--- config.mk ---
export PLATFORM = sky130hd
export DESIGN_NAME = raw_frame_aligner
export DESIGN_NICKNAME = d
export VERILOG_FILES = /design/src/rtl/raw_pkg.sv /design/src/rtl/preamble_detect.sv /design/src/rtl/byte_assembler.sv /design/src/rtl/byte_serializer.sv /design/src/rtl/raw_frame_aligner.sv
export SDC_FILE = /design/constraint.sdc
export NUM_CORES = 1
export LEC_CHECK = 0
export ABC_AREA = 1
export ABC_CLOCK_PERIOD_IN_PS = 2100
export BUFFER_PORTS_ARGS = -buffer_cell sky130_fd_sc_hd__buf_2
export CORE_AREA = 2 2 125 97
export CTS_BUF_LIST = sky130_fd_sc_hd__clkbuf_8 sky130_fd_sc_hd__clkbuf_16
export CTS_CLUSTER_DIAMETER = 60
export CTS_CLUSTER_SIZE = 8
export DETAILED_ROUTE_END_ITERATION = 8
export DIE_AREA = 0 0 127 99
export MAX_ROUTING_LAYER = met4
export PLACE_DENSITY_LB_ADDON = 0.3
export SLEW_MARGIN = 10
export SYNTH_ARGS = -nofsm -noshare
export SYNTH_HDL_FRONTEND = slang
export SYNTH_SLANG_ARGS = --single-unit
--- constraint.sdc ---
create_clock -name clk_i -period 2.1 [get_ports clk_i]
set_clock_uncertainty 0.2 [all_clocks]
set_input_delay 0.42 -clock clk_i [delete_from_list [all_inputs] [get_ports clk_i]]
set_output_delay 0.42 -clock clk_i [all_outputs]
set_load 0.1 [all_outputs]
--- src/rtl/raw_pkg.sv ---
package raw_pkg;
  typedef enum logic {
    ST_SEARCH = 1'b0,
    ST_LOCKED = 1'b1
  } lock_st_e;
endpackage

--- src/rtl/preamble_detect.sv ---
module preamble_detect #(
  parameter int HIST_W  = 32,
  parameter int MIN_LEN = 4,
  parameter int LEN_W   = $clog2(HIST_W) + 1
) (
  input  logic              clk_i,
  input  logic              rst_ni,
  input  logic              clr_i,
  input  logic              shift_i,
  input  logic              bit_i,
  input  logic [HIST_W-1:0] pat_i,
  input  logic [LEN_W-1:0]  len_i,
  output logic              hit_o
);
  logic [HIST_W-1:0] hist_q, hist_nx, mask;
  logic [LEN_W-1:0]  fill_q, len_eff;

  always_comb begin
    if (len_i < LEN_W'(MIN_LEN))     len_eff = LEN_W'(MIN_LEN);
    else if (len_i > LEN_W'(HIST_W)) len_eff = LEN_W'(HIST_W);
    else                             len_eff = len_i;
  end

  // shift by HIST_W yields zero, so mask becomes all ones
  assign mask    = ~({HIST_W{1'b1}} << len_eff);
  assign hist_nx = {hist_q[HIST_W-2:0], bit_i};
  assign hit_o   = shift_i && (fill_q >= len_eff - LEN_W'(1)) &&
                   (((hist_nx ^ pat_i) & mask) == '0);

  always_ff @(posedge clk_i or negedge rst_ni) begin
    if (!rst_ni) begin
      hist_q <= '0;
      fill_q <= '0;
    end else if (clr_i) begin
      hist_q <= '0;
      fill_q <= '0;
    end else if (shift_i) begin
      hist_q <= hist_nx;
      if (fill_q != LEN_W'(HIST_W)) fill_q <= fill_q + LEN_W'(1);
    end
  end

  p_clr_no_hit_r6: assert property (@(posedge clk_i) disable iff (!rst_ni)
    clr_i |=> !hit_o);

endmodule

--- src/rtl/byte_assembler.sv ---
module byte_assembler #(
  parameter int DATA_W = 8,
  parameter int CNT_W  = $clog2(DATA_W)
) (
  input  logic              clk_i,
  input  logic              rst_ni,
  input  logic              clr_i,
  input  logic              en_i,
  input  logic              bit_i,
  output logic [DATA_W-1:0] byte_o,
  output logic              valid_o
);
  logic [DATA_W-1:0] sh_q, sh_nx;
  logic [CNT_W-1:0]  cnt_q;

  assign sh_nx = {bit_i, sh_q[DATA_W-1:1]};

  always_ff @(posedge clk_i or negedge rst_ni) begin
    if (!rst_ni) begin
      sh_q    <= '0;
      cnt_q   <= '0;
      byte_o  <= '0;
      valid_o <= 1'b0;
    end else begin
      valid_o <= 1'b0;
      if (clr_i) begin
        sh_q  <= '0;
        cnt_q <= '0;
      end else if (en_i) begin
        sh_q <= sh_nx;
        if (cnt_q == CNT_W'(DATA_W - 1)) begin
          cnt_q   <= '0;
          byte_o  <= sh_nx;
          valid_o <= 1'b1;
        end else begin
          cnt_q <= cnt_q + CNT_W'(1);
        end
      end
    end
  end

  p_valid_pulse_r1: assert property (@(posedge clk_i) disable iff (!rst_ni)
    valid_o |=> !valid_o);
  p_valid_from_bit_r1: assert property (@(posedge clk_i) disable iff (!rst_ni)
    valid_o |-> $past(en_i && !clr_i));

endmodule

--- src/rtl/byte_serializer.sv ---
module byte_serializer #(
  parameter int DATA_W = 8,
  parameter int CNT_W  = $clog2(DATA_W)
) (
  input  logic              clk_i,
  input  logic              rst_ni,
  input  logic              load_i,
  input  logic [DATA_W-1:0] data_i,
  input  logic              step_i,
  output logic              ready_o,
  output logic              bit_o,
  output logic              bit_valid_o
);
  logic [DATA_W-1:0] sh_q;
  logic [CNT_W-1:0]  cnt_q;
  logic              busy_q;

  assign ready_o     = !busy_q;
  assign bit_o       = sh_q[0];
  assign bit_valid_o = busy_q;

  always_ff @(posedge clk_i or negedge rst_ni) begin
    if (!rst_ni) begin
      sh_q   <= '0;
      cnt_q  <= '0;
      busy_q <= 1'b0;
    end else if (!busy_q) begin
      if (load_i) begin
        sh_q   <= data_i;
        cnt_q  <= '0;
        busy_q <= 1'b1;
      end
    end else if (step_i) begin
      sh_q <= sh_q >> 1;
      if (cnt_q == CNT_W'(DATA_W - 1)) begin
        busy_q <= 1'b0;
        cnt_q  <= '0;
      end else begin
        cnt_q <= cnt_q + CNT_W'(1);
      end
    end
  end

  p_tx_hold_r9: assert property (@(posedge clk_i) disable iff (!rst_ni)
    (busy_q && !step_i) |=> ($stable(sh_q) && busy_q));
  p_tx_start_r9: assert property (@(posedge clk_i) disable iff (!rst_ni)
    (!busy_q && load_i) |=> (busy_q && bit_o == $past(data_i[0])));

endmodule

--- src/rtl/raw_frame_aligner.sv ---
module raw_frame_aligner #(
  parameter int DATA_W  = 8,
  parameter int HIST_W  = 32,
  parameter int MIN_LEN = 4,
  parameter int LEN_W   = $clog2(HIST_W) + 1
) (
  input  logic              clk_i,
  input  logic              rst_ni,
  input  logic              match_mode_i,
  input  logic              resync_i,
  input  logic [HIST_W-1:0] pat_i,
  input  logic [LEN_W-1:0]  pat_len_i,
  input  logic              rx_bit_i,
  input  logic              rx_valid_i,
  output logic [DATA_W-1:0] rx_byte_o,
  output logic              rx_byte_valid_o,
  output logic              match_o,
  input  logic [DATA_W-1:0] tx_data_i,
  input  logic              tx_load_i,
  output logic              tx_ready_o,
  input  logic              tx_step_i,
  output logic              tx_bit_o,
  output logic              tx_bit_valid_o
);
  import raw_pkg::*;

  lock_st_e st_q;
  logic     mode_q, restart, bit_ok, searching, hit, hit_fire, pass;

  assign restart   = resync_i || (match_mode_i != mode_q);
  assign bit_ok    = rx_valid_i && !restart;
  assign searching = match_mode_i && (st_q == ST_SEARCH);
  assign hit_fire  = bit_ok && searching && hit;
  assign pass      = bit_ok && (!match_mode_i || st_q == ST_LOCKED);

  preamble_detect #(
    .HIST_W (HIST_W),
    .MIN_LEN(MIN_LEN),
    .LEN_W  (LEN_W)
  ) i_detect (
    .clk_i  (clk_i),
    .rst_ni (rst_ni),
    .clr_i  (restart),
    .shift_i(bit_ok && searching),
    .bit_i  (rx_bit_i),
    .pat_i  (pat_i),
    .len_i  (pat_len_i),
    .hit_o  (hit)
  );

  byte_assembler #(.DATA_W(DATA_W)) i_assemble (
    .clk_i  (clk_i),
    .rst_ni (rst_ni),
    .clr_i  (restart || hit_fire),
    .en_i   (pass),
    .bit_i  (rx_bit_i),
    .byte_o (rx_byte_o),
    .valid_o(rx_byte_valid_o)
  );

  byte_serializer #(.DATA_W(DATA_W)) i_serialize (
    .clk_i      (clk_i),
    .rst_ni     (rst_ni),
    .load_i     (tx_load_i),
    .data_i     (tx_data_i),
    .step_i     (tx_step_i),
    .ready_o    (tx_ready_o),
    .bit_o      (tx_bit_o),
    .bit_valid_o(tx_bit_valid_o)
  );

  always_ff @(posedge clk_i or negedge rst_ni) begin
    if (!rst_ni) begin
      st_q    <= ST_SEARCH;
      mode_q  <= 1'b0;
      match_o <= 1'b0;
    end else begin
      mode_q  <= match_mode_i;
      match_o <= hit_fire;
      if (restart)       st_q <= ST_SEARCH;
      else if (hit_fire) st_q <= ST_LOCKED;
    end
  end

  p_no_byte_search_r2: assert property (@(posedge clk_i) disable iff (!rst_ni)
    rx_byte_valid_o |-> $past(!match_mode_i || st_q == ST_LOCKED));
  p_match_locks_r3: assert property (@(posedge clk_i) disable iff (!rst_ni)
    match_o |-> (st_q == ST_LOCKED));
  p_match_single_r7: assert property (@(posedge clk_i) disable iff (!rst_ni)
    match_o |=> !match_o);
  p_restart_search_r8: assert property (@(posedge clk_i) disable iff (!rst_ni)
    restart |=> (st_q == ST_SEARCH && !match_o));

endmodule

== Word level (Yosys, flattened, before mapping) ==
Index checks and enable logic that the tools add are counted.
Cells by class
  reduce and logical (&&, ||, !) cells: 22
  equal/unequal tests: 5
  bitwise logic cells: 5
  shift operators: 1
  magnitude comparators: 3
  add/sub/neg operators: 4
  mux-type cells: 28
Operators by type and width (number)
  31-bit two-way mux: 2
  8-bit two-way mux: 5
  32-bit AND: 1
  32-bit zero test: 1
  32-bit NOT: 1
  32-bit by 6-bit left shift with 32-bit output (first input constant): 1
  32-bit bitwise XOR: 1
  6-bit two-way mux: 5
  3-bit two-way mux: 7
  2-bit nonzero test: 5
  1-bit two-way mux: 9
  1-bit logical AND: 7
  3-bit by 1-bit adder with 3-bit output (second input constant): 2
  6-bit by 1-bit adder with 6-bit output (second input constant): 1
  3-bit == test (second input constant): 2
  6-bit >= comparator: 1
  6-bit greater-than comparator (second input constant): 1
  6-bit by 3-bit less-than comparator with 1-bit output (second input constant): 1
  6-bit != test (second input constant): 1
  6-bit by 1-bit subtractor with 6-bit output (second input constant): 1
  2-bit AND reduction: 2
  1-bit zero test: 3
  1-bit logical OR: 3
  3-bit AND reduction: 1
  other kinds (3): 4
Storage, ports and cells
  input bits: 54
  output and inout port bits: 13
  flip-flop bits (word level): 72
  logic and storage cells: 80

== Logic depth before layout (Yosys ltp) ==
  depth in word-level cells: 12
  gate-level depth with buffers: 20
  depth with buffers taken out: 18

== Modules after synthesis ==
From an unflattened synthesis, not the netlist that was laid out.
Unflattened totals
  cell total of the unflattened synthesis: 503
  area total of the unflattened synthesis: 4052.6 um2
Modules (own cells, without submodules)
  preamble_detect: area each 2482.4 um2, instances 1, sequential area each 925.9 um2, cells an instance 317
  byte_assembler: area each 789.5 um2, instances 1, sequential area each 475.5 um2, cells an instance 84
  byte_serializer: area each 618.1 um2, instances 1, sequential area each 300.3 um2, cells an instance 82
  raw_frame_aligner: area each 162.7 um2, instances 1, sequential area each 75.1 um2, cells an instance 20

== Least setup slack after synthesis ==
Ideal clock, no wire load.
  path type: register to register
  from: reg i_serialize.busy_q, in the netlist i_serialize.bit_valid_o
  to: reg i_serialize.sh_q[5]
  data required time: 1.759 ns
  arrival: 2.935 ns
  setup time: 0.141 ns
  path slack: -1.176 ns
  cell stages (with the launch flop): 7
  period minus slack after synthesis: 3.276 ns
  path buffers: 1
  cell sequence: dfrtp_1 -> clkinv_1 -> nand2_1 -> nand2_1 -> clkbuf_1 -> nor2_1 -> a31oi_1
Between the ends
  longest elaborated chain between the ends: 2
  elaborated cells between the ends (all ways): 4
  classes of those cells: eq/ne (1); mux (1); reduce/logical (2)
Ends and longest elaborated chain
  start, declared: RTL line byte_serializer.sv:16  | logic busy_q;
  start signal, assigned: RTL line byte_serializer.sv:26  | busy_q <= 1'b0;
  start signal, assigned: RTL line byte_serializer.sv:31  | busy_q <= 1'b1;
  start signal, assigned: RTL line byte_serializer.sv:36  | busy_q <= 1'b0;
  2-bit != test (no source line) / 2-bit nonzero test (equally long branches)
  2-bit AND reduction (no source line)
  end signal, assigned: RTL line byte_serializer.sv:29  | sh_q <= data_i;
  end signal, assigned: RTL line byte_serializer.sv:34  | sh_q <= sh_q >> 1;
  end, declared: RTL line byte_serializer.sv:14  | logic [DATA_W-1:0] sh_q;
Several ways; a longest one is shown, not always the timed one.
A chain may end at the register's enable or synchronous reset.

== Worst setup path in the final report ==
  from: in pat_len_i[3]
  to: reg i_assemble.sh_q[1]
Between the ends
  longest elaborated chain between the ends: 11
  elaborated cells between the ends (all ways): 16
  classes of those cells: add/sub (1); order compare (3); shift (1); mux (3); bitwise (2); reduce/logical (6)
Ends and longest elaborated chain
  start, declared: RTL line raw_frame_aligner.sv:12  | input logic [LEN_W-1:0] pat_len_i,
  6-bit greater-than comparator: RTL line preamble_detect.sv:20  | else if (len_i > LEN_W'(HIST_W)) len_eff = LEN_W'(HIST_W);
  6-bit two-way mux: RTL line preamble_detect.sv:20
  6-bit two-way mux *: RTL line preamble_detect.sv:19  | if (len_i < LEN_W'(MIN_LEN)) len_eff = LEN_W'(MIN_LEN);
  32-bit by 6-bit left shift with 32-bit output: RTL line preamble_detect.sv:25  | assign mask = ~({HIST_W{1'b1}} << len_eff);
  32-bit NOT: RTL line preamble_detect.sv:25
  32-bit AND: RTL line preamble_detect.sv:28  | (((hist_nx ^ pat_i) & mask) == '0);
  32-bit zero test: RTL line preamble_detect.sv:28
  1-bit logical AND *: RTL line preamble_detect.sv:27  | assign hit_o = shift_i && (fill_q >= len_eff - LEN_W'(1)) &&
  1-bit logical AND *: RTL line raw_frame_aligner.sv:33  | assign hit_fire = bit_ok && searching && hit;
  1-bit logical OR *: RTL line raw_frame_aligner.sv:54  | .clr_i (restart || hit_fire),
  8-bit two-way mux / 2-bit nonzero test (equally long branches)
  end signal, assigned: RTL line byte_assembler.sv:30  | sh_q <= sh_nx;
  end, declared: RTL line byte_assembler.sv:13  | logic [DATA_W-1:0] sh_q, sh_nx;
Every way passes the cells marked *; elsewhere a longest branch is shown, timed or not.

==> impl_metrics.yaml <==
global_route:
  grt_pass1_vias: 3411
  grt_max_degree: 72
  grt_pass1_wl_um: 17200
  grt-ovfl-total: 0
  grt_usage: 0.182
  antenna_found_initial: 0
setup_path:
  slowest_stage: "o31ai_4"
  timing.rr.end: "i_assemble.sh_q[1]$_DFFE_PN0P_"
  r2r-start: "mode_q$_DFF_PN0_"
  endpoint: "i_assemble.sh_q[1]$_DFFE_PN0P_"
  crit_chain: "buf_6, buf_4, o31ai_4, nand2_4, o21a_1, ha_4, nand2_2, inv_2, nand4_1, o2111ai_2, nand3_2, nor2_4, nand3_4, nand3_1, nand2_1"
  critPathMaxFanout: 9
  startpoint_type: "input port"
  crit_path_start: "pat_len_i[3]"
  cp.required_ns: 2.12
  worst_setup_path_end_kind: "register"
  reg2reg_depth: 10
  cpPeakStageDelay_ns: 0.34
  rrSetupSlack_ns: 0.02
  worst-setup-path-type: "in -> reg"
  arrival_ns: 2.50
die:
  die_width_um: 127
  core_um2: 11300
  start_util: 0.342
  io_pins: 67
  die_area_um2: 12600
  die_h_um: 99
  num_rows: 34
sta:
  slew_headroom: 0.441
  finalSetupViolations: 12
  drv_slew: 0
  timing.fmax_ghz: 0.404
  min_period_ns: 2.48
  setup_ws_ns: -0.376
  worstMarginPinSlew_ns: 0.835
  hold_violations: 0
  grt_setup_unrepaired: "yes"
  period_share: 1.18
clocking:
  cts_tree: "built"
  clock_sinks: 71
  clk_pin_slew_ns: 0.06
  clockBufferDepth: 2
  htreeDepth: 3
  clk_latency_ns: 0.34
  cts_root_buf: "clkbuf_16"
  cts_buffers: 9
drt:
  postRouteAntennaNets: 0
  routed-via-count: 3563
  via_per_inst: 4.96
  drt-total-wl_um: 10500
  drc: 0
  avgRoutedWirePerCell_um: 14.5
  first_pass_iters: 4
  drt-initial-drc-count: 176
pwr:
  power.leakage_uw: 0.00254
  peakVddDrop_mv: 0.632
  p_total_uw: 4020
  power.density_nw_per_um2: 781
place:
  io_buffer_count: 66
  dp_hpwl_um: 7370
  place_ws_ns: -0.778
  placed_area_um2: 4580
  gp_congestion: 0.891
cells_and_area:
  utilization: 0.455
  layout.area.seq_um2: 1780
  nNetsFinal: 638
  multi_input_area_um2: 1950
  num_antenna_cells: 0
  num-fill-cells: 1131
  syn_to_final_growth_pct: 33.2
  final_cell_area_um2: 5150
  drive_above_1_share: 0.290
synth:
  synth_area_per_cell_um2: 8.28
  synthFlopType: "dfrtp_1"
  synthArstFlopShare: 1.00
  synth_fp_nets: 535
  ys_types: 37
  ys_seq_area_frac: 0.459
  synth-seq-cells: 71
  yosys_warnings: 0
  netlist_area_um2: 3870
  synth_enable_flop_cells: 0
  syn_inst: 467
flow_run:
  cap_violations: 0
hold_path:
  hold_class: "in -> reg"
outcome:
  failed_checks: "setup timing"
  run_status: "finished, violations left"
## routing by layer
metal	part of all wire	routed length (µm)	track usage	vias to the layer above
met1	0.51	5280	0.269	1681
met3	0.062	644	0.0407	17
li1	-	-	-	1749
met2	0.42	4350	0.245	116
met4	0.017	176	0.0558	0
met5	0	0	-	-
## through the flow
stage | hold WS [ns] | setup TNS [ns] | instances
2_1_floorplan | -0.0756 | -5.81 | 467
3_3_place_gp | 0.263 | -7.97 | 697
3_5_place_dp | 0.264 | -9.17 | 697
4_1_cts | 0.00330 | -2.55 | 718
5_1_grt | 0.00897 | -5.07 | 719
6_report | 0.0129 | -4.21 | 719
## Yosys cell counts (all sizes together), types with 6 or more instances
cell / number / share of area
nand2: 114 / 0.12
nand3: 39 / 0.060
a21oi: 20 / 0.027
nor2: 37 / 0.039
o22ai: 30 / 0.049
o21ai: 15 / 0.019
dfrtp: 71 / 0.46
ha: 14 / 0.045
clkbuf: 9 / 0.0087
inv: 57 / 0.056
xor2: 21 / 0.048
a31oi: 8 / 0.013
xnor2: 6 / 0.014
## layout make-up
class / count / area share
Multi-Input combinational cell: 323 / 0.379
Sequential cell: 71 / 0.346
Timing Repair Buffer: 105 / 0.132
Clock buffer: 10 / 0.0464
Inverter: 60 / 0.0459
Tap cell: 144 / 0.0350
Clock inverter: 6 / 0.0163
## critical path, delay by kind of cell
family	cells	cell delay [ns]
buf+inv	3	0.32
simple gates	8	0.87
fa+ha+maj	1	0.28
compound gates	3	0.60
## worst min path at each step
| stage | to | slack, ns | start | depth (start not counted) |
|---|---|---|---|---|
| finish | mode_q$_DFF_PN0_ | 0.01 | match_mode_i | 1 |
| global route | mode_q$_DFF_PN0_ | 0.009 | match_mode_i | 1 |
| CTS | mode_q$_DFF_PN0_ | 0.003 | match_mode_i | 1 |
| detailed placement | i_assemble.byte_o[2]$_DFFE_PN0P_ | 0.26 | i_assemble.byte_o[2]$_DFFE_PN0P_ | 2 |
| global placement | i_assemble.byte_o[3]$_DFFE_PN0P_ | 0.26 | i_assemble.byte_o[3]$_DFFE_PN0P_ | 2 |
| floorplan | i_assemble.byte_o[0]$_DFFE_PN0P_ | -0.08 | rst_ni | 0 |
## state kept, by name, summed over array words and instances (netlist names)
name and count:
i_detect.hist_q 31, i_serialize.sh_q 8, i_serialize.cnt_q 3, i_serialize.bit_valid_o 1
i_assemble.byte_o 8, st_q 1, i_assemble.valid_o 1, i_detect.fill_q 6
mode_q 1, i_assemble.sh_q 7, i_assemble.cnt_q 3, match_o 1
## cells in the final DEF, fill, tap and decap left out, drive strengths merged, types with 5 or more instances in the layout
cell | synthesis | final
nand4 | 5 | 5
a21oi | 20 | 20
nor2 | 37 | 37
xnor2 | 6 | 6
xor2 | 21 | 21
inv | 57 | 57
clkinv | 3 | 7
a31oi | 8 | 8
nand2 | 114 | 114
o22ai | 30 | 30
ha | 14 | 14
nand3 | 39 | 40
clkbuf | 9 | 11
dfrtp | 71 | 71
buf | 5 | 103
o21ai | 15 | 15
## where the power goes
part | switching [µW] | leakage [µW] | total, µW | internal [µW]
Combinational | 506 | 0.00143 | 805 | 298
Clock | 594 | 0.000162 | 1660 | 1070
Sequential | 80.8 | 0.000957 | 1560 | 1480
Total | 1180 | 0.00254 | 4020 | 2840
## cell families (layout without fill, tap and decap cells)
family | Yosys count | count (layout) | share of synthesized area
and+or+nand+nor | 201 | 202 | 0.232
AOI/OAI and AO/OA | 79 | 79 | 0.121
buffers and inverters | 74 | 181 | 0.0809
DFF | 71 | 71 | 0.459
xor gates and xnor gates | 27 | 27 | 0.0611
adders and majority gates | 14 | 14 | 0.0453
other | 1 | 1 | 0.000969
## what timing repair did
action,4_1_cts,5_1_grt
resized for setup,25,19
pin swaps,2,11
buffers inserted,3,1
endpoints found under the hold margin,71,0
setup endpoints to repair,12,13
hold buffers,1,0
gates cloned,1,0
Power figures use the tool's default switching activity.
